**src/rtl/tlpd_pkg.sv**
```systemverilog
package tlpd_pkg;

  localparam int NUM_TC = 8;
  localparam int TC_W   = $clog2(NUM_TC);
  localparam int NUM_Q  = 9;
  localparam int QW     = $clog2(NUM_Q);

  localparam logic [QW-1:0] Q_PH0 = QW'(0);
  localparam logic [QW-1:0] Q_PD0 = QW'(1);
  localparam logic [QW-1:0] Q_NP  = QW'(2);
  localparam logic [QW-1:0] Q_CH0 = QW'(3);
  localparam logic [QW-1:0] Q_CD0 = QW'(4);
  localparam logic [QW-1:0] Q_PH1 = QW'(5);
  localparam logic [QW-1:0] Q_PD1 = QW'(6);
  localparam logic [QW-1:0] Q_CH1 = QW'(7);
  localparam logic [QW-1:0] Q_CD1 = QW'(8);

  typedef enum logic [1:0] {
    CLS_POSTED    = 2'd0,
    CLS_NONPOSTED = 2'd1,
    CLS_COMPL     = 2'd2
  } tlp_class_e;

  function automatic tlp_class_e decode_class(input logic [2:0] fmt,
                                              input logic [4:0] typ);
    if (typ[4:3] == 2'b10)                 return CLS_POSTED;
    else if (typ[4:1] == 4'b0101)          return CLS_COMPL;
    else if (typ == 5'b00000 && fmt[1])    return CLS_POSTED;
    else                                   return CLS_NONPOSTED;
  endfunction

  function automatic logic [QW-1:0] pick_queue(input tlp_class_e cls,
                                               input logic vc1,
                                               input logic is_hdr);
    case (cls)
      CLS_POSTED: return is_hdr ? (vc1 ? Q_PH1 : Q_PH0) : (vc1 ? Q_PD1 : Q_PD0);
      CLS_COMPL:  return is_hdr ? (vc1 ? Q_CH1 : Q_CH0) : (vc1 ? Q_CD1 : Q_CD0);
      default:    return Q_NP;
    endcase
  endfunction

endpackage

```
**src/rtl/tlpd_tc_map.sv**
```systemverilog
module tlpd_tc_map
  import tlpd_pkg::*;
#(
  parameter logic [NUM_TC-1:0] MAP_INIT = 8'hF0
) (
  input  logic            clk,
  input  logic            rst,
  input  logic            wr_en,
  input  logic [TC_W-1:0] wr_tc,
  input  logic            wr_vc,
  input  logic [TC_W-1:0] rd_tc,
  output logic            rd_vc
);

  logic [NUM_TC-1:0] map_q;

  for (genvar t = 0; t < NUM_TC; t++) begin : g_ent
    always_ff @(posedge clk) begin
      if (rst)
        map_q[t] <= MAP_INIT[t];
      else if (wr_en && wr_tc == TC_W'(t))
        map_q[t] <= wr_vc;
    end
  end

  // class 0 is pinned to channel 0 on the read side
  always_comb rd_vc = (rd_tc == '0) ? 1'b0 : map_q[rd_tc];

endmodule

```
**src/rtl/tlpd_classify.sv**
```systemverilog
module tlpd_classify
  import tlpd_pkg::*;
(
  input  logic [2:0]  fmt,
  input  logic [4:0]  typ,
  input  logic        map_vc,
  input  logic        vc1_en,
  output tlp_class_e  cls,
  output logic        hdr4,
  output logic        use_vc1,
  output logic        bad_cpl
);

  always_comb begin
    cls     = decode_class(fmt, typ);
    hdr4    = fmt[0];
    bad_cpl = (cls == CLS_COMPL) && fmt[0];
    use_vc1 = vc1_en && map_vc && (cls != CLS_NONPOSTED);
  end

endmodule

```
**src/rtl/tlpd_steer.sv**
```systemverilog
module tlpd_steer
  import tlpd_pkg::*;
#(
  parameter int DATA_W = 32
) (
  input  logic              clk,
  input  logic              rst,
  input  logic              in_valid,
  output logic              in_ready,
  input  logic [DATA_W-1:0] in_data,
  input  logic              in_sop,
  input  logic              in_eop,
  input  tlp_class_e        new_cls,
  input  logic              new_hdr4,
  input  logic              new_vc1,
  input  logic              new_bad,
  output logic [NUM_Q-1:0]  out_valid,
  input  logic [NUM_Q-1:0]  out_ready,
  output logic [DATA_W-1:0] out_data,
  output logic              out_eop,
  output logic              err_pulse
);

  localparam int HDR_MAX = 4;
  localparam int CNT_W   = $clog2(HDR_MAX + 1);
  localparam logic [CNT_W-1:0] CNT_SAT = CNT_W'(HDR_MAX);
  localparam logic [CNT_W-1:0] HLEN3   = CNT_W'(3);
  localparam logic [CNT_W-1:0] HLEN4   = CNT_W'(4);

  // packet context captured on the first word
  tlp_class_e       ctx_cls;
  logic             ctx_hdr4, ctx_vc1, ctx_drop;
  logic [CNT_W-1:0] beat_cnt;

  // registered output stage
  logic              oq_valid;
  logic [QW-1:0]     oq_dest;
  logic [DATA_W-1:0] oq_data;
  logic              oq_eop;
  logic              err_q;

  tlp_class_e       cur_cls;
  logic             cur_hdr4, cur_vc1, cur_drop, cur_is_hdr;
  logic [CNT_W-1:0] cur_idx, nxt_cnt;
  logic [QW-1:0]    cur_dest;
  logic             accept;

  always_comb begin
    cur_cls    = in_sop ? new_cls  : ctx_cls;
    cur_hdr4   = in_sop ? new_hdr4 : ctx_hdr4;
    cur_vc1    = in_sop ? new_vc1  : ctx_vc1;
    cur_drop   = in_sop ? new_bad  : ctx_drop;
    cur_idx    = in_sop ? '0 : beat_cnt;
    cur_is_hdr = cur_idx < (cur_hdr4 ? HLEN4 : HLEN3);
    cur_dest   = pick_queue(cur_cls, cur_vc1, cur_is_hdr);
    nxt_cnt    = (cur_idx >= CNT_SAT) ? CNT_SAT : cur_idx + CNT_W'(1);
    in_ready   = !oq_valid || out_ready[oq_dest];
    accept     = in_valid && in_ready;
  end

  always_ff @(posedge clk) begin
    if (rst) begin
      ctx_cls  <= CLS_POSTED;
      ctx_hdr4 <= 1'b0;
      ctx_vc1  <= 1'b0;
      ctx_drop <= 1'b0;
      beat_cnt <= '0;
      oq_valid <= 1'b0;
      oq_dest  <= '0;
      err_q    <= 1'b0;
    end else begin
      err_q <= accept && in_sop && new_bad;
      if (accept) begin
        ctx_cls  <= cur_cls;
        ctx_hdr4 <= cur_hdr4;
        ctx_vc1  <= cur_vc1;
        ctx_drop <= cur_drop;
        beat_cnt <= nxt_cnt;
        oq_valid <= !cur_drop;
        oq_dest  <= cur_dest;
      end else if (oq_valid && out_ready[oq_dest]) begin
        oq_valid <= 1'b0;
      end
    end
  end

  // data path without reset so it maps onto plain register banks
  always_ff @(posedge clk) begin
    if (accept) begin
      oq_data <= in_data;
      oq_eop  <= in_eop;
    end
  end

  for (genvar q = 0; q < NUM_Q; q++) begin : g_vld
    always_comb out_valid[q] = oq_valid && (oq_dest == QW'(q));
  end

  always_comb begin
    out_data  = oq_data;
    out_eop   = oq_eop;
    err_pulse = err_q;
  end

endmodule

```
**src/rtl/tlp_tc_dispatch.sv**
```systemverilog
module tlp_tc_dispatch
  import tlpd_pkg::*;
#(
  parameter int                DATA_W   = 32,
  parameter logic [NUM_TC-1:0] MAP_INIT = 8'hF0
) (
  input  logic              clk,
  input  logic              rst,
  input  logic              tbl_we,
  input  logic [TC_W-1:0]   tbl_tc,
  input  logic              tbl_vc,
  input  logic              vc1_en,
  input  logic              in_valid,
  output logic              in_ready,
  input  logic [DATA_W-1:0] in_data,
  input  logic              in_sop,
  input  logic              in_eop,
  output logic [NUM_Q-1:0]  out_valid,
  input  logic [NUM_Q-1:0]  out_ready,
  output logic [DATA_W-1:0] out_data,
  output logic              out_eop,
  output logic              err_cpl4
);

  localparam int FMT_LO = 29;
  localparam int TYP_LO = 24;
  localparam int TC_LO  = 20;

  logic [2:0]      hdr_fmt;
  logic [4:0]      hdr_typ;
  logic [TC_W-1:0] hdr_tc;
  logic            map_vc;
  tlp_class_e      dec_cls;
  logic            dec_hdr4, dec_vc1, dec_bad;

  always_comb begin
    hdr_fmt = in_data[FMT_LO +: 3];
    hdr_typ = in_data[TYP_LO +: 5];
    hdr_tc  = in_data[TC_LO +: TC_W];
  end

  tlpd_tc_map #(.MAP_INIT(MAP_INIT)) u_map (
    .clk   (clk),
    .rst   (rst),
    .wr_en (tbl_we),
    .wr_tc (tbl_tc),
    .wr_vc (tbl_vc),
    .rd_tc (hdr_tc),
    .rd_vc (map_vc)
  );

  tlpd_classify u_cls (
    .fmt     (hdr_fmt),
    .typ     (hdr_typ),
    .map_vc  (map_vc),
    .vc1_en  (vc1_en),
    .cls     (dec_cls),
    .hdr4    (dec_hdr4),
    .use_vc1 (dec_vc1),
    .bad_cpl (dec_bad)
  );

  tlpd_steer #(.DATA_W(DATA_W)) u_steer (
    .clk       (clk),
    .rst       (rst),
    .in_valid  (in_valid),
    .in_ready  (in_ready),
    .in_data   (in_data),
    .in_sop    (in_sop),
    .in_eop    (in_eop),
    .new_cls   (dec_cls),
    .new_hdr4  (dec_hdr4),
    .new_vc1   (dec_vc1),
    .new_bad   (dec_bad),
    .out_valid (out_valid),
    .out_ready (out_ready),
    .out_data  (out_data),
    .out_eop   (out_eop),
    .err_pulse (err_cpl4)
  );

endmodule

```
**config.mk**
```make
export PLATFORM = sky130hd
export DESIGN_NAME = tlp_tc_dispatch
export DESIGN_NICKNAME = d
export VERILOG_FILES = /design/src/rtl/tlpd_pkg.sv /design/src/rtl/tlpd_tc_map.sv /design/src/rtl/tlpd_classify.sv /design/src/rtl/tlpd_steer.sv /design/src/rtl/tlp_tc_dispatch.sv
export SDC_FILE = /design/constraint.sdc
export NUM_CORES = 1
export LEC_CHECK = 0
export ABC_AREA = 1
export BUFFER_PORTS_ARGS = -buffer_cell sky130_fd_sc_hd__buf_4
export CORE_ASPECT_RATIO = 0.9
export CORE_MARGIN = 1
export CORE_UTILIZATION = 43
export DETAILED_ROUTE_END_ITERATION = 12
export GPL_TIMING_DRIVEN = 0
export PLACE_DENSITY = 0.72
export SLEW_MARGIN = 0
export SYNTH_ARGS = -nofsm -noshare
export SYNTH_HDL_FRONTEND = slang
export SYNTH_SLANG_ARGS = --single-unit
```
**constraint.sdc**
```tcl
create_clock -name clk -period 2.15 [get_ports clk]
set_clock_uncertainty 0.2 [all_clocks]
set_input_delay 0.3225 -clock clk [delete_from_list [all_inputs] [get_ports clk]]
set_output_delay 0.3225 -clock clk [all_outputs]
set_load 0.005 [all_outputs]
```
Yosys cells after proc, flatten, opt, wreduce, memory -nomap -nowiden
Index checks and enable logic that the tools add are counted.
{"block": "classes", "muxes": 24, "n_reduce_logical": 34, "eq_ne": 20, "n_lt_le_gt_ge": 4, "add_sub_neg": 1}
{"cell": "$logic_and 1x1->1", "count": 25}
{"cell": "$eq 4x3->1 const B", "count": 5}
{"cell": "$mux 3", "count": 6}
{"cell": "$eq 3x3->1 const B", "count": 4}
{"cell": "$mux 4", "count": 3}
{"cell": "$mux 1", "count": 9}
{"cell": "$eq 4x2->1 const B", "count": 2}
{"cell": "$pmux 4 s2", "count": 1}
{"cell": "$eq 2x2->1 const B", "count": 3}
{"cell": "$eq 3x2->1 const B", "count": 2}
{"cell": "$logic_not 3->1", "count": 2}
{"cell": "$mux 2", "count": 3}
{"cell": "$logic_not 5->1", "count": 1}
{"cell": "$lt 4x5->1 const B", "count": 1}
{"cell": "$bmux 1 s4", "count": 1}
{"cell": "$eq 4x1->1 const B", "count": 1}
{"cell": "$eq 4x4->1 const B", "count": 1}
{"cell": "$logic_not 4->1", "count": 1}
{"cell": "$lt 3x4->1 const B", "count": 1}
{"cell": "$add 3x1->3 const B", "count": 1}
{"cell": "$bmux 1 s3", "count": 1}
{"cell": "$eq 3x1->1 const B", "count": 1}
{"cell": "$ge 3x3->1 const B", "count": 1}
{"cell": "$lt 3x3->1", "count": 1}
{"cell": "5 further kinds", "count": 6}
{"block": "totals", "output_inout_bits": 44, "regBits": 55, "in_bits": 52, "word_cells": 101}

Depth between registers and ports, before layout
Gate-level depths: netlist of the first run.
{"block": "logic_depth", "depth_word": 11, "ltp_mapped": 14, "mapped_depth_nobuf": 13}

Cells and area by module
Synthesis of the first run repeated with hierarchy kept, for this count alone.
{"block": "unflattened", "hier_cells": 285, "area_unflattened_um2": 2581.2}
{"mod": "tlpd_steer", "seq_area_each_um2": 1271.2, "cells_each": 198, "area_each_um2": 2065.7, "instances": 1}
{"mod": "tlpd_tc_map", "seq_area_each_um2": 140.1, "cells_each": 70, "area_each_um2": 429.2, "instances": 1}
{"mod": "tlpd_classify", "seq_area_each_um2": 0.0, "cells_each": 17, "area_each_um2": 86.3, "instances": 1}

Worst setup path after synthesis of the first run
Ideal clock, no wire load.
{"block": "synth_timing", "path_kind": "register to register", "from": "register u_steer.ctx_hdr4", "to": "register u_steer.oq_dest[0]", "synth_period_minus_slack_ns": 2.026, "arrival_ns": 1.756, "path_slack_ns": 0.124, "setup_ns": 0.070, "t_required_ns": 1.880, "n_path_buf": 0, "path_stages_with_launch": 12, "path_cell_list": "dfxtp_1 > inv_1 > o21a_1 > ha_1 > a21o_1 > a21oi_1 > inv_1 > ha_1 > nand3_1 > nand2_1 > nand2_1 > a21oi_1"}
{"block": "synth_via", "elab_chain_cells": 5, "elab_cells_between_ends": 6, "classes_between": "order compare: 1; mux: 5"}
{"element": "start: declaration", "line": "tlpd_steer.sv:32", "text": "logic ctx_hdr4, ctx_vc1, ctx_drop;"}
{"element": "start signal: assignment", "line": "tlpd_steer.sv:75", "text": "ctx_hdr4 <= cur_hdr4;"}
{"element": "$mux 1 *", "line": "tlpd_steer.sv:50", "text": "cur_hdr4 = in_sop ? new_hdr4 : ctx_hdr4;"}
{"element": "$mux 3 *", "line": "tlpd_steer.sv:54", "text": "cur_is_hdr = cur_idx < (cur_hdr4 ? HLEN4 : HLEN3);"}
{"element": "$lt 3x3->1 *", "line": "tlpd_steer.sv:54"}
{"element": "$mux 4 (on tied branches)", "line": "tlpd_pkg.sv:37, tlpd_pkg.sv:36"}
{"element": "$pmux 4 s2 *", "line": "tlpd_pkg.sv:35", "text": "case (cls)"}
{"element": "end signal: assignment", "line": "tlpd_steer.sv:80", "text": "oq_dest <= cur_dest;"}
{"element": "end: declaration", "line": "tlpd_steer.sv:37", "text": "logic [QW-1:0] oq_dest;"}
Every way passes the cells marked *; elsewhere a longest branch is shown, timed or not.
A chain may end at the register's enable or synchronous reset.

Final worst setup path of the first run
{"block": "layout_timing", "from": "register u_steer.ctx_hdr4", "to": "register u_steer.oq_dest[0]"}
{"block": "layout_via", "elab_chain_cells": 5, "elab_cells_between_ends": 6, "classes_between": "order compare: 1; mux: 5"}
{"element": "$mux 1 *", "line": "tlpd_steer.sv:50"}
{"element": "named net u_steer.cur_hdr4", "line": "tlpd_steer.sv:43", "text": "logic cur_hdr4, cur_vc1, cur_drop, cur_is_hdr;"}
{"element": "$mux 3 *", "line": "tlpd_steer.sv:54"}
{"element": "$lt 3x3->1 *", "line": "tlpd_steer.sv:54"}
{"element": "$mux 4 (on tied branches)", "line": "tlpd_pkg.sv:37, tlpd_pkg.sv:36"}
{"element": "$pmux 4 s2 *", "line": "tlpd_pkg.sv:35"}
The timed path passes the listed nets; every way through them passes the cells marked *.

==> results of run 1 <==
-- kinds of logic after synthesis --
group	after synthesis	share of synthesized area [%]
AO/OA/AOI/OAI	30	6.73
adder cells (fa/ha/maj)	4	2.10
buffers and inverters	44	7.83
AND/OR/NAND/NOR	129	24.0
flip-flops	54	59.3
-- worst max-delay path by stage --
stage                     start                  to  slack [ns]  cells after the start
5_1_grt        u_steer.ctx_hdr4  u_steer.oq_dest[0]       -0.04                     13
3_5_place_dp             in_sop  u_steer.oq_dest[0]       -0.26                     13
2_1_floorplan  u_steer.ctx_hdr4  u_steer.oq_dest[0]        0.12                     11
3_3_place_gp             in_sop  u_steer.oq_dest[0]       -0.20                     13
4_1_cts        u_steer.ctx_hdr4  u_steer.oq_dest[0]        0.04                     11
6_report       u_steer.ctx_hdr4  u_steer.oq_dest[0]        0.09                     13
-- cell type report --
| cell class | instances | area, µm² |
|---|---|---|
| inverters | 38 | 145 |
| well taps | 67 | 83.8 |
| repair buffers | 120 | 966 |
| fillers | 409 | 1730 |
| plain buffers | 6 | 43.8 |
| clock inverters | 2 | 15.0 |
| flip-flops and latches | 54 | 1410 |
| clock buffers | 6 | 72.6 |
| multi-input cells | 163 | 815 |
-- placed cells by master, fill, tap and decap left out, types with 2 or more instances in the layout --
cell type,netlist,layout
nor2_2,3,3
ha_4,0,2
clkbuf_8,0,6
nor2_1,31,31
dfxtp_1,21,20
dlygate4sd3_1,0,24
nand3_2,2,2
edfxtp_1,33,33
a21oi_2,1,2
a21oi_1,8,7
clkinvlp_4,0,2
inv_1,35,33
inv_2,2,4
ha_1,4,2
clkbuf_1,2,3
nand2_2,3,4
o21ai_1,2,2
nand4_1,4,4
nand2_1,61,60
nand3_1,15,15
o21ai_0,16,16
nor3_1,8,8
buf_4,1,96
-- state kept, by name, indices dropped and copies added (netlist names) --
signal,cells
u_steer.beat_cnt,3
u_steer.err_pulse,1
u_steer.ctx_hdr4,1
u_steer.ctx_cls,2
u_steer.out_data,32
u_steer.ctx_vc1,1
u_steer.oq_dest,4
u_map.map_q,7
u_steer.oq_valid,1
u_steer.out_eop,1
u_steer.ctx_drop,1
-- worst max-delay path, stage by stage, from the launching register on --
cell and delay [ns]:
dfxtp_2 0.33, inv_1 0.03, o21a_2 0.24, inv_2 0.06, ha_1 0.21, nand2_1 0.06
inv_1 0.04, a21oi_2 0.17, inv_2 0.07, ha_4 0.26, nand3_1 0.06, nand2_1 0.07
nand2_1 0.05, a21oi_1 0.14
-- stage by stage --
stage,cell area (µm²),TNS (ns),setup WS [ns],total power [mW],std cells
after detailed placement,3160,-0.744,-0.256,1.58,421
after CTS,3500,0,0.0377,2.16,454
final,3550,0,0.0878,2.16,456
after floorplan,2380,0,0.124,1.39,261
after global placement,3160,-0.514,-0.204,1.57,421
after global routing,3550,-0.0374,-0.0374,2.27,456
-- layer usage --
metal | up-vias | part of all wire [%] | global-route usage, %
li1 | 1101 | - | -
met3 | 7 | 8.7 | 4.63
met4 | 0 | 0.98 | 5.56
met1 | 974 | 45 | 25.4
met2 | 78 | 46 | 32.7
met5 | - | 0 | 0
-- timing repair --
action	in CTS	in global routing
cloned	0	0
endpoints found under the setup margin	3	4
hold buffers	24	1
pin swaps	0	10
buffers inserted	1	1
hold endpoints to repair	24	1
gates resized for setup	1	9
-- where the power goes --
part           internal (mW)  leakage, nW  switching [mW]  total (mW)
Sequential              1.18        0.492          0.0266        1.20
Combinational          0.212         1.12           0.204       0.415
Clock                  0.230       0.0374           0.313       0.543
Total                   1.62         1.65           0.543        2.16
==> flow_summary_export.csv, run 1 <==
group,metric,value,unit
sta,period_minus_slack,2.06,ns
logic_synthesis,syn-num-nets,317,
logic_synthesis,synthCells,261,
route,wl_per_cell,12.5,µm
worst_hold_path,holdPathEnd,"u_steer.out_data[28]",
route,drt-total-wl,5710,µm
worst_setup_path,r2r_cells,13,
global_route,antenna_found_initial,0,
worst_hold_path,min_path_type,"primary input to flop",
logic_synthesis,synthFlopType,"edfxtp_1",
logic_synthesis,ys_types,27,
die,dieArea,5840,µm²
clocking,cts.path.max_buffers,2,
clocking,htreeDepth,2,
power_and_ir_drop,leakagePower,1.65,nW
placement,gp_congestion,0.820,
die,core_area,5290,µm²
clocking,clk_latency,0.29,ns
logic_synthesis,yosys-top-cells-count,"61 x nand2_1, 35 x inv_1, 33 x edfxtp_1",
finish,diodes,0,
flow_run,cap_violations,0,
die,placementRows,25,
worst_setup_path,reg2reg_setup_slack,0.09,ns
logic_synthesis,synth_edf_count,33,
worst_setup_path,path_max_fanout,3,
sta,hold_ws,0.0139,ns
finish,fin_nets,444,
clocking,numCtsBuffers,5,
logic_synthesis,yosysTopAreaCellShare,41.6,%
global_route,grt_pass1_wl,8830,µm
finish,utilization,67.2,%
logic_synthesis,yosys_warnings,0,
placement,dp_hpwl,3930,µm
sta,maxClockFrequency,485,MHz
global_route,grt_max_degree,43,
logic_synthesis,synth.area.top_cells,"edfxtp_1 42%, dfxtp_1 18%, nand2_1 9.6%",
logic_synthesis,yosysSeqAreaShare,59.3,%
worst_setup_path,worstSetupEndpointType,"flop",
clocking,path_clk_slew,0.09,ns
global_route,grt_overflow_total,0,
power_and_ir_drop,ir_worst_vdd,0.322,mV
sta,hold_violations,0,
finish,area_growth,49.3,%
die,num_io_pins,96,
worst_setup_path,reg2reg_from,"u_steer.ctx_hdr4",
logic_synthesis,avgSynthCellArea,9.12,µm²
clocking,clkSinkCount,54,
placement,io_buffers,93,
logic_synthesis,synth_top_cell_by_area,"edfxtp_1",
clocking,tritoncts,"done",
route,firstDrtPassIters,4,
sta,finalMaxSlewViolations,0,
logic_synthesis,synthMostInstantiatedCell,"nand2_1",
worst_setup_path,cp-start-kind,"flop",
worst_setup_path,required,2.18,ns
finish,layout-drive-gt1-share,32.6,%
logic_synthesis,async_flop_share,0,%
global_route,grtUsageTotal,19.6,%
power_and_ir_drop,p_per_area,608,nW/µm²
worst_setup_path,worstSetupPathType,"flop to flop",
die,initial_core_util,45.0,%
die,die_y,72.6,µm
outcome,status,"finished clean",
logic_synthesis,ys_seq_elements,54,
sta,worst_slew_pin_slew,0.404,ns
die,die_w,80.4,µm
clocking,ctsRootBufferMaster,"clkbuf_8",
route,dr.first_iter.drc_count,88,
logic_synthesis,syn_area,2380,µm²
worst_setup_path,rr_endpoint,"u_steer.oq_dest[0]",
sta,fin_crit_sh,95.9,%
worst_hold_path,hold_start,"in_data[28]",
worst_setup_path,cp.arrival,2.09,ns
route,antenna_left,0,
sta,setup_viol,0,
sta,slew_headroom,73.1,%
global_route,grt_pass1_vias,1987,
route,route.detailed.drc,0,
worst_hold_path,hold_depth,1,
route,via_per_inst,4.74,
route,vias,2160,
No activity file was read; power rests on OpenSTA's default activity.
==> inputs of run 2 (changes only) <==
--- a/config.mk
+++ b/config.mk
@@ -5,14 +5,14 @@
 export SDC_FILE = /design/constraint.sdc
 export NUM_CORES = 1
 export LEC_CHECK = 0
-export ABC_AREA = 1
+export ABC_AREA = 0
 export BUFFER_PORTS_ARGS = -buffer_cell sky130_fd_sc_hd__buf_4
 export CORE_ASPECT_RATIO = 0.9
 export CORE_MARGIN = 1
 export CORE_UTILIZATION = 43
 export DETAILED_ROUTE_END_ITERATION = 12
 export GPL_TIMING_DRIVEN = 0
-export PLACE_DENSITY = 0.72
+export PLACE_DENSITY = 0.73
 export SLEW_MARGIN = 0
 export SYNTH_ARGS = -nofsm -noshare
 export SYNTH_HDL_FRONTEND = slang
==> run 2 against run 1 <==
  * The run now ends with setup timing left
  * Maximum frequency is 7.7% lower
  * Final cell count is 11% lower
  * Clock power is 26% higher
  * Register-to-register slack worse by 0.17 ns
  * Wire length is 28% higher
  * Die area is 2.5% lower
  * Sequential cell count stayed put
  * Worst setup slack worse by 0.17 ns
  * Critical endpoint is now u_steer.oq_dest[2]
  * Highest routed layer unchanged
==> flow_summary_export.csv, run 2 <==
group,metric,value,unit
outcome,status,"finished, violations left",
outcome,violations,"setup timing",
logic_synthesis,synthMostInstantiatedCell,"edfxtp_1",
logic_synthesis,synth_edf_count,33,
clocking,cts.path.max_buffers,2,
sta,worst_slew_pin_slew,0.613,ns
logic_synthesis,synth_top_cell_by_area,"edfxtp_1",
sta,hold_violations,0,
worst_hold_path,hold_depth,1,
worst_setup_path,required,2.13,ns
route,route.detailed.drc,0,
die,num_io_pins,96,
route,drt-total-wl,7320,µm
logic_synthesis,syn_area,2320,µm²
global_route,antenna_found_initial,0,
global_route,grt_use_met2,36.4,%
worst_setup_path,worstSetupPathType,"flop to flop",
logic_synthesis,synth_xor_area_share,0,%
route,antenna_left,0,
logic_synthesis,synth_compound_area_share,12.0,%
logic_synthesis,synth_top_family_by_area,"simple AND/OR/NAND/NOR gates",
clocking,htreeDepth,2,
logic_synthesis,ys_types,37,
sta,hold_ws,0.00588,ns
global_route,grt-busiest-layer,"met2",
placement,place_area,3160,µm²
placement,io_buffers,95,
logic_synthesis,synth.area.mux_share,6.26,%
power_and_ir_drop,total_power,2.73,mW
worst_setup_path,cp-start-kind,"flop",
logic_synthesis,ys_seq_elements,54,
finish,layout-drive-gt1-share,49.0,%
route,dr.first_iter.drc_count,113,
die,placementRows,24,
route,via_per_inst,5.29,
power_and_ir_drop,p_per_area,690,nW/µm²
sta,fin_ws,-0.0842,ns
placement,dp_hpwl,4030,µm
die,core_area,5010,µm²
worst_setup_path,slowest_delay,0.50,ns
power_and_ir_drop,leakagePower,1.65,nW
finish,final_common_cell,"buf_4",
clocking,path_clk_slew,0.09,ns
die,die_w,79.4,µm
logic_synthesis,synthFlopType,"edfxtp_1",
logic_synthesis,avgSynthCellArea,12.2,µm²
clocking,ctsRootBufferMaster,"clkbuf_8",
sta,maxClockFrequency,448,MHz
die,initial_core_util,46.3,%
worst_setup_path,path_max_fanout,3,
worst_setup_path,cp.arrival,2.22,ns
logic_synthesis,yosys_warnings,0,
logic_synthesis,synth-simple-area-share,15.4,%
worst_setup_path,crit_chain,"mux2i_1 > mux4_2 > nor2b_4 > nand2_2 > o21ai_2 > ha_4 > nand2_1 > o21ai_1 > a22oi_1 > a311oi_2",
worst_hold_path,min_path_type,"primary input to flop",
logic_synthesis,yosys-top-cells-count,"33 x edfxtp_1, 23 x nor2_1, 21 x dfxtp_1",
clocking,tritoncts,"done",
logic_synthesis,yosysSeqAreaShare,60.8,%
logic_synthesis,synth_fa_ha_area_share,2.16,%
sta,finalMaxSlewViolations,0,
flow_run,cap_violations,0,
logic_synthesis,synthCells,190,
global_route,grt_overflow_total,0,
sta,period_minus_slack,2.23,ns
power_and_ir_drop,ir_worst_vdd,0.463,mV
die,dieArea,5690,µm²
die,die_y,71.7,µm
global_route,grt_pass1_wl,9110,µm
worst_setup_path,worstSetupEndpointType,"flop",
global_route,grt_pass1_vias,1850,
global_route,met3_usage,5.86,%
placement,gp_congestion,0.760,
clocking,numCtsBuffers,5,
route,firstDrtPassIters,4,
finish,diodes,0,
clocking,clkSinkCount,54,
global_route,grt_max_degree,22,
global_route,grtUsageTotal,21.4,%
sta,setup_viol,28,
finish,fin_area,3950,µm²
logic_synthesis,syn-num-nets,246,
worst_setup_path,crit_slowest_cell,"mux4_2",
finish,layout_common_cells,"105 x buf_4, 33 x edfxtp_1, 27 x dlygate4sd3_1",
logic_synthesis,yosysTopAreaCellShare,42.7,%
finish,fin_nets,398,
route,wl_per_cell,17.9,µm
sta,slew_headroom,59.1,%
logic_synthesis,async_flop_share,0,%
sta,fin_crit_sh,104,%
finish,area_growth,70.3,%
logic_synthesis,synth.area.top_cells,"edfxtp_1 43%, dfxtp_1 18%, mux2i_1 4.3%",
finish,largest_reg_flops,32,
worst_setup_path,reg2reg_setup_slack,-0.08,ns
clocking,clk_latency,0.31,ns
sta,rsz0062_at_grt,"yes",
route,vias,2160,
global_route,grt_util_met1,25.4,%
worst_setup_path,r2r_cells,10,
==> run 2: cell types whose count changed in the layout (fill, tap and decap cells not counted), moves of 4 or more <==
cell and delta:
nor2_1 -11, buf_6 +8, nand2_1 -48, inv_1 -28, nand3_1 -13, mux2i_1 +9
a211oi_2 +4, nand2b_1 +5, o21ai_0 -12, clkbuf_16 +4, buf_4 +9, nor2b_1 +4
==> run 2: worst paths after layout <==
path	start	end
setup / recovery	u_map.map_q[3]	u_steer.oq_dest[2]
hold reg to reg	u_steer.beat_cnt[0]	u_steer.beat_cnt[0]
setup reg to reg	u_map.map_q[3]	u_steer.oq_dest[2]
hold / removal	in_data[21]	u_steer.out_data[21]
==> run 2: cell families after synthesis <==
logic type	after synthesis
AOI/OAI and AO/OA	36
adders and majority gates	4
buffers and inverters	14
DFF	54
muxes	12
and+or+nand+nor	70
==> run 2: cell type report <==
class                   instances  area [µm²]
plain buffers                   6        65.1
clock buffers                   6        72.6
well taps                      65        81.3
fillers                       299        1060
repair inverters                1        11.3
repair buffers                144        1260
inverters                       8        35.0
multi-input cells             122         966
clock inverters                 2        38.8
flip-flops and latches         54        1420
==> run 2: critical path: cells and delay by family (launching register included) <==
family	cells	cell delay (ns)
AO/OA/AOI/OAI	4	0.48
adder cells (fa/ha/maj)	1	0.23
AND/OR/NAND/NOR	3	0.27
flip-flops	1	0.35
multiplexers	2	0.56
==> run 2: per-stage QoR <==
step	cells	util [%]	worst slack, ns	setup TNS, ns
after floorplan	190	-	-0.000973	-0.000973
after global placement	350	63.0	-0.276	-6.60
after detailed placement	350	63.0	-0.276	-6.85
after CTS	394	73.6	-0.0631	-0.226
after global routing	408	78.8	-0.199	-3.59
final	408	78.8	-0.0842	-0.599
==> run 2: report_power, final <==
group | switching (mW) | internal, mW
Combinational | 0.332 | 0.448
Clock | 0.334 | 0.350
Sequential | 0.0478 | 1.22
==> run 2: routing by layer <==
metal,part of all wire [%],vias up
li1,-,1001
met1,41,1044
met2,50,104
met3,6.7,11
met4,1.8,0
met5,0,-
==> run 2: repair_timing <==
| item | in CTS | in global routing |
|---|---|---|
| setup buffers | 10 | 5 |
| setup endpoints to repair | 44 | 47 |
| hold buffers | 25 | 2 |
| hold endpoints to repair | 25 | 2 |
| resized for setup | 22 | 18 |
| pin swaps | 9 | 6 |
| cloned | 1 | 7 |
==> inputs of run 3 (changes only) <==
--- a/config.mk
+++ b/config.mk
@@ -6,13 +6,13 @@
 export NUM_CORES = 1
 export LEC_CHECK = 0
 export ABC_AREA = 0
-export BUFFER_PORTS_ARGS = -buffer_cell sky130_fd_sc_hd__buf_4
 export CORE_ASPECT_RATIO = 0.9
 export CORE_MARGIN = 1
-export CORE_UTILIZATION = 43
+export CORE_UTILIZATION = 51
 export DETAILED_ROUTE_END_ITERATION = 12
+export DONT_BUFFER_PORTS = 1
 export GPL_TIMING_DRIVEN = 0
-export PLACE_DENSITY = 0.73
+export PLACE_DENSITY = 0.66
 export SLEW_MARGIN = 0
 export SYNTH_ARGS = -nofsm -noshare
 export SYNTH_HDL_FRONTEND = slang
==> run 3 against run 2 <==
  * Wire length decreased by 27%
  * Sequential share of layout area increased by 9.6 points
  * Final cell count decreased by 24%
  * Sequential power about the same
  * Worst setup slack improved by 0.047 ns
  * Register-to-register slack improved by 0.05 ns
  * The flow still finishes with violations (setup timing)
  * Clock power decreased by 20%
  * Power decreased by 16%
==> flow_summary_export.csv, run 3 (synthesized netlist as in run 2, its figures left out) <==
group,metric,value,unit
die,core_area,4210,µm²
global_route,grt_util_met1,26.2,%
finish,layout-drive-gt1-share,25.8,%
sta,worst_slew_pin_slew,0.604,ns
worst_setup_path,reg2reg_setup_slack,-0.04,ns
power_and_ir_drop,p_per_area,728,nW/µm²
placement,dp_hpwl,3140,µm
flow_run,cap_violations,0,
clocking,clkSinkCount,54,
global_route,met3_usage,5.79,%
finish,diodes,0,
sta,setup_viol,1,
global_route,antenna_found_initial,0,
worst_setup_path,cp.arrival,2.15,ns
route,antenna_left,0,
clocking,ctsRootBufferMaster,"clkbuf_8",
placement,io_buffers,0,
die,placementRows,22,
clocking,cts.path.max_buffers,2,
route,wl_per_cell,17.1,µm
finish,fin_nets,307,
power_and_ir_drop,ir_worst_vdd,0.477,mV
outcome,status,"finished, violations left",
sta,rsz0062_at_grt,"yes",
die,num_io_pins,96,
worst_setup_path,path_max_fanout,3,
sta,slew_headroom,59.7,%
clocking,numCtsBuffers,5,
finish,utilization,74.3,%
finish,largest_reg_flops,32,
sta,hold_violations,0,
power_and_ir_drop,leakagePower,1.14,nW
global_route,grt-busiest-layer,"met2",
sta,period_minus_slack,2.19,ns
clocking,tritoncts,"done",
sta,maxClockFrequency,457,MHz
finish,layout_common_cells,"37 x dlygate4sd3_1, 33 x edfxtp_1, 22 x nor2_1",
power_and_ir_drop,total_power,2.28,mW
worst_setup_path,worstSetupPathType,"flop to flop",
global_route,grt_use_met2,39.8,%
global_route,grt_max_degree,22,
route,firstDrtPassIters,4,
route,dr.first_iter.drc_count,77,
worst_setup_path,required,2.12,ns
die,dieArea,4820,µm²
finish,area_growth,35.0,%
global_route,grt_overflow_total,0,
route,vias,1728,
clocking,htreeDepth,2,
die,die_w,73.1,µm
route,route.detailed.drc,0,
clocking,clk_latency,0.31,ns
die,die_y,66.0,µm
worst_hold_path,min_path_type,"primary input to flop",
worst_setup_path,cp-start-kind,"flop",
global_route,grtUsageTotal,22.8,%
outcome,violations,"setup timing",
route,drt-total-wl,5340,µm
die,initial_core_util,55.1,%
sta,fin_crit_sh,102,%
finish,final_common_cell,"dlygate4sd3_1",
placement,gp_congestion,0.787,
global_route,grt_pass1_wl,8090,µm
clocking,path_clk_slew,0.09,ns
sta,finalMaxSlewViolations,0,
worst_setup_path,worstSetupEndpointType,"flop",
global_route,grt_pass1_vias,1697,
sta,fin_ws,-0.0369,ns
route,via_per_inst,5.54,
run 3: cell type report:
cell class              count  area (µm²)
plain buffers               5        46.3
clock buffers               6        72.6
clock inverters             2        13.8
fillers                   282        1080
inverters                   8        32.5
multi-input cells         122         933
flip-flops and latches     54        1420
well taps                  60        75.1
repair buffers             55         533
run 3: power breakdown:
group	internal, mW	switching, mW	leakage (nW)
sequential	1.22	0.0575	0.498
clock	0.233	0.318	0.0456
combinational	0.239	0.214	0.597
run 3: final timing paths:
check                      startpoint                   to  cells after the start
setup reg to reg       u_map.map_q[3]   u_steer.oq_dest[2]                      9
hold reg to reg   u_steer.beat_cnt[1]  u_steer.beat_cnt[1]                      2
hold / removal              tbl_tc[0]       u_map.map_q[7]                      2
setup / recovery       u_map.map_q[3]   u_steer.oq_dest[2]                      9
run 3: worst max-delay path: stages, from the launching register on:
cell	delay, ns
dfxtp_2	0.34
mux2i_1	0.06
mux4_2	0.49
nor2b_4	0.13
nand2_1	0.08
o21ai_2	0.11
ha_4	0.24
buf_4	0.13
a22oi_2	0.16
a311oi_2	0.11
run 3: repair_timing:
item                                    CTS  global route
setup buffers                            11             6
cloned                                    1             0
gates resized for setup                  20             8
endpoints found under the setup margin   43            31
pin swaps                                11            12
hold buffers                             37             0
hold endpoints to repair                 40             0
run 3: metal layers:
| layer | routed length, µm | vias to the layer above |
|---|---|---|
| met3 | 330 | 12 |
| li1 | - | 815 |
| met5 | 0 | - |
| met1 | 2160 | 835 |
| met4 | 114 | 0 |
| met2 | 2740 | 66 |
run 3: stage by stage:
step	hold slack [ns]	cell area (µm²)	setup TNS, ns	setup slack, ns	std cells
final	0.0568	3130	-0.0369	-0.0369	312
after detailed placement	0.221	2440	-7.14	-0.223	250
after global routing	0.0692	3130	-0.234	-0.123	312
after global placement	0.221	2440	-4.97	-0.173	250
after floorplan	0.217	2370	-0.000973	-0.000973	190
after CTS	0.0538	3070	-0.131	-0.0626	307
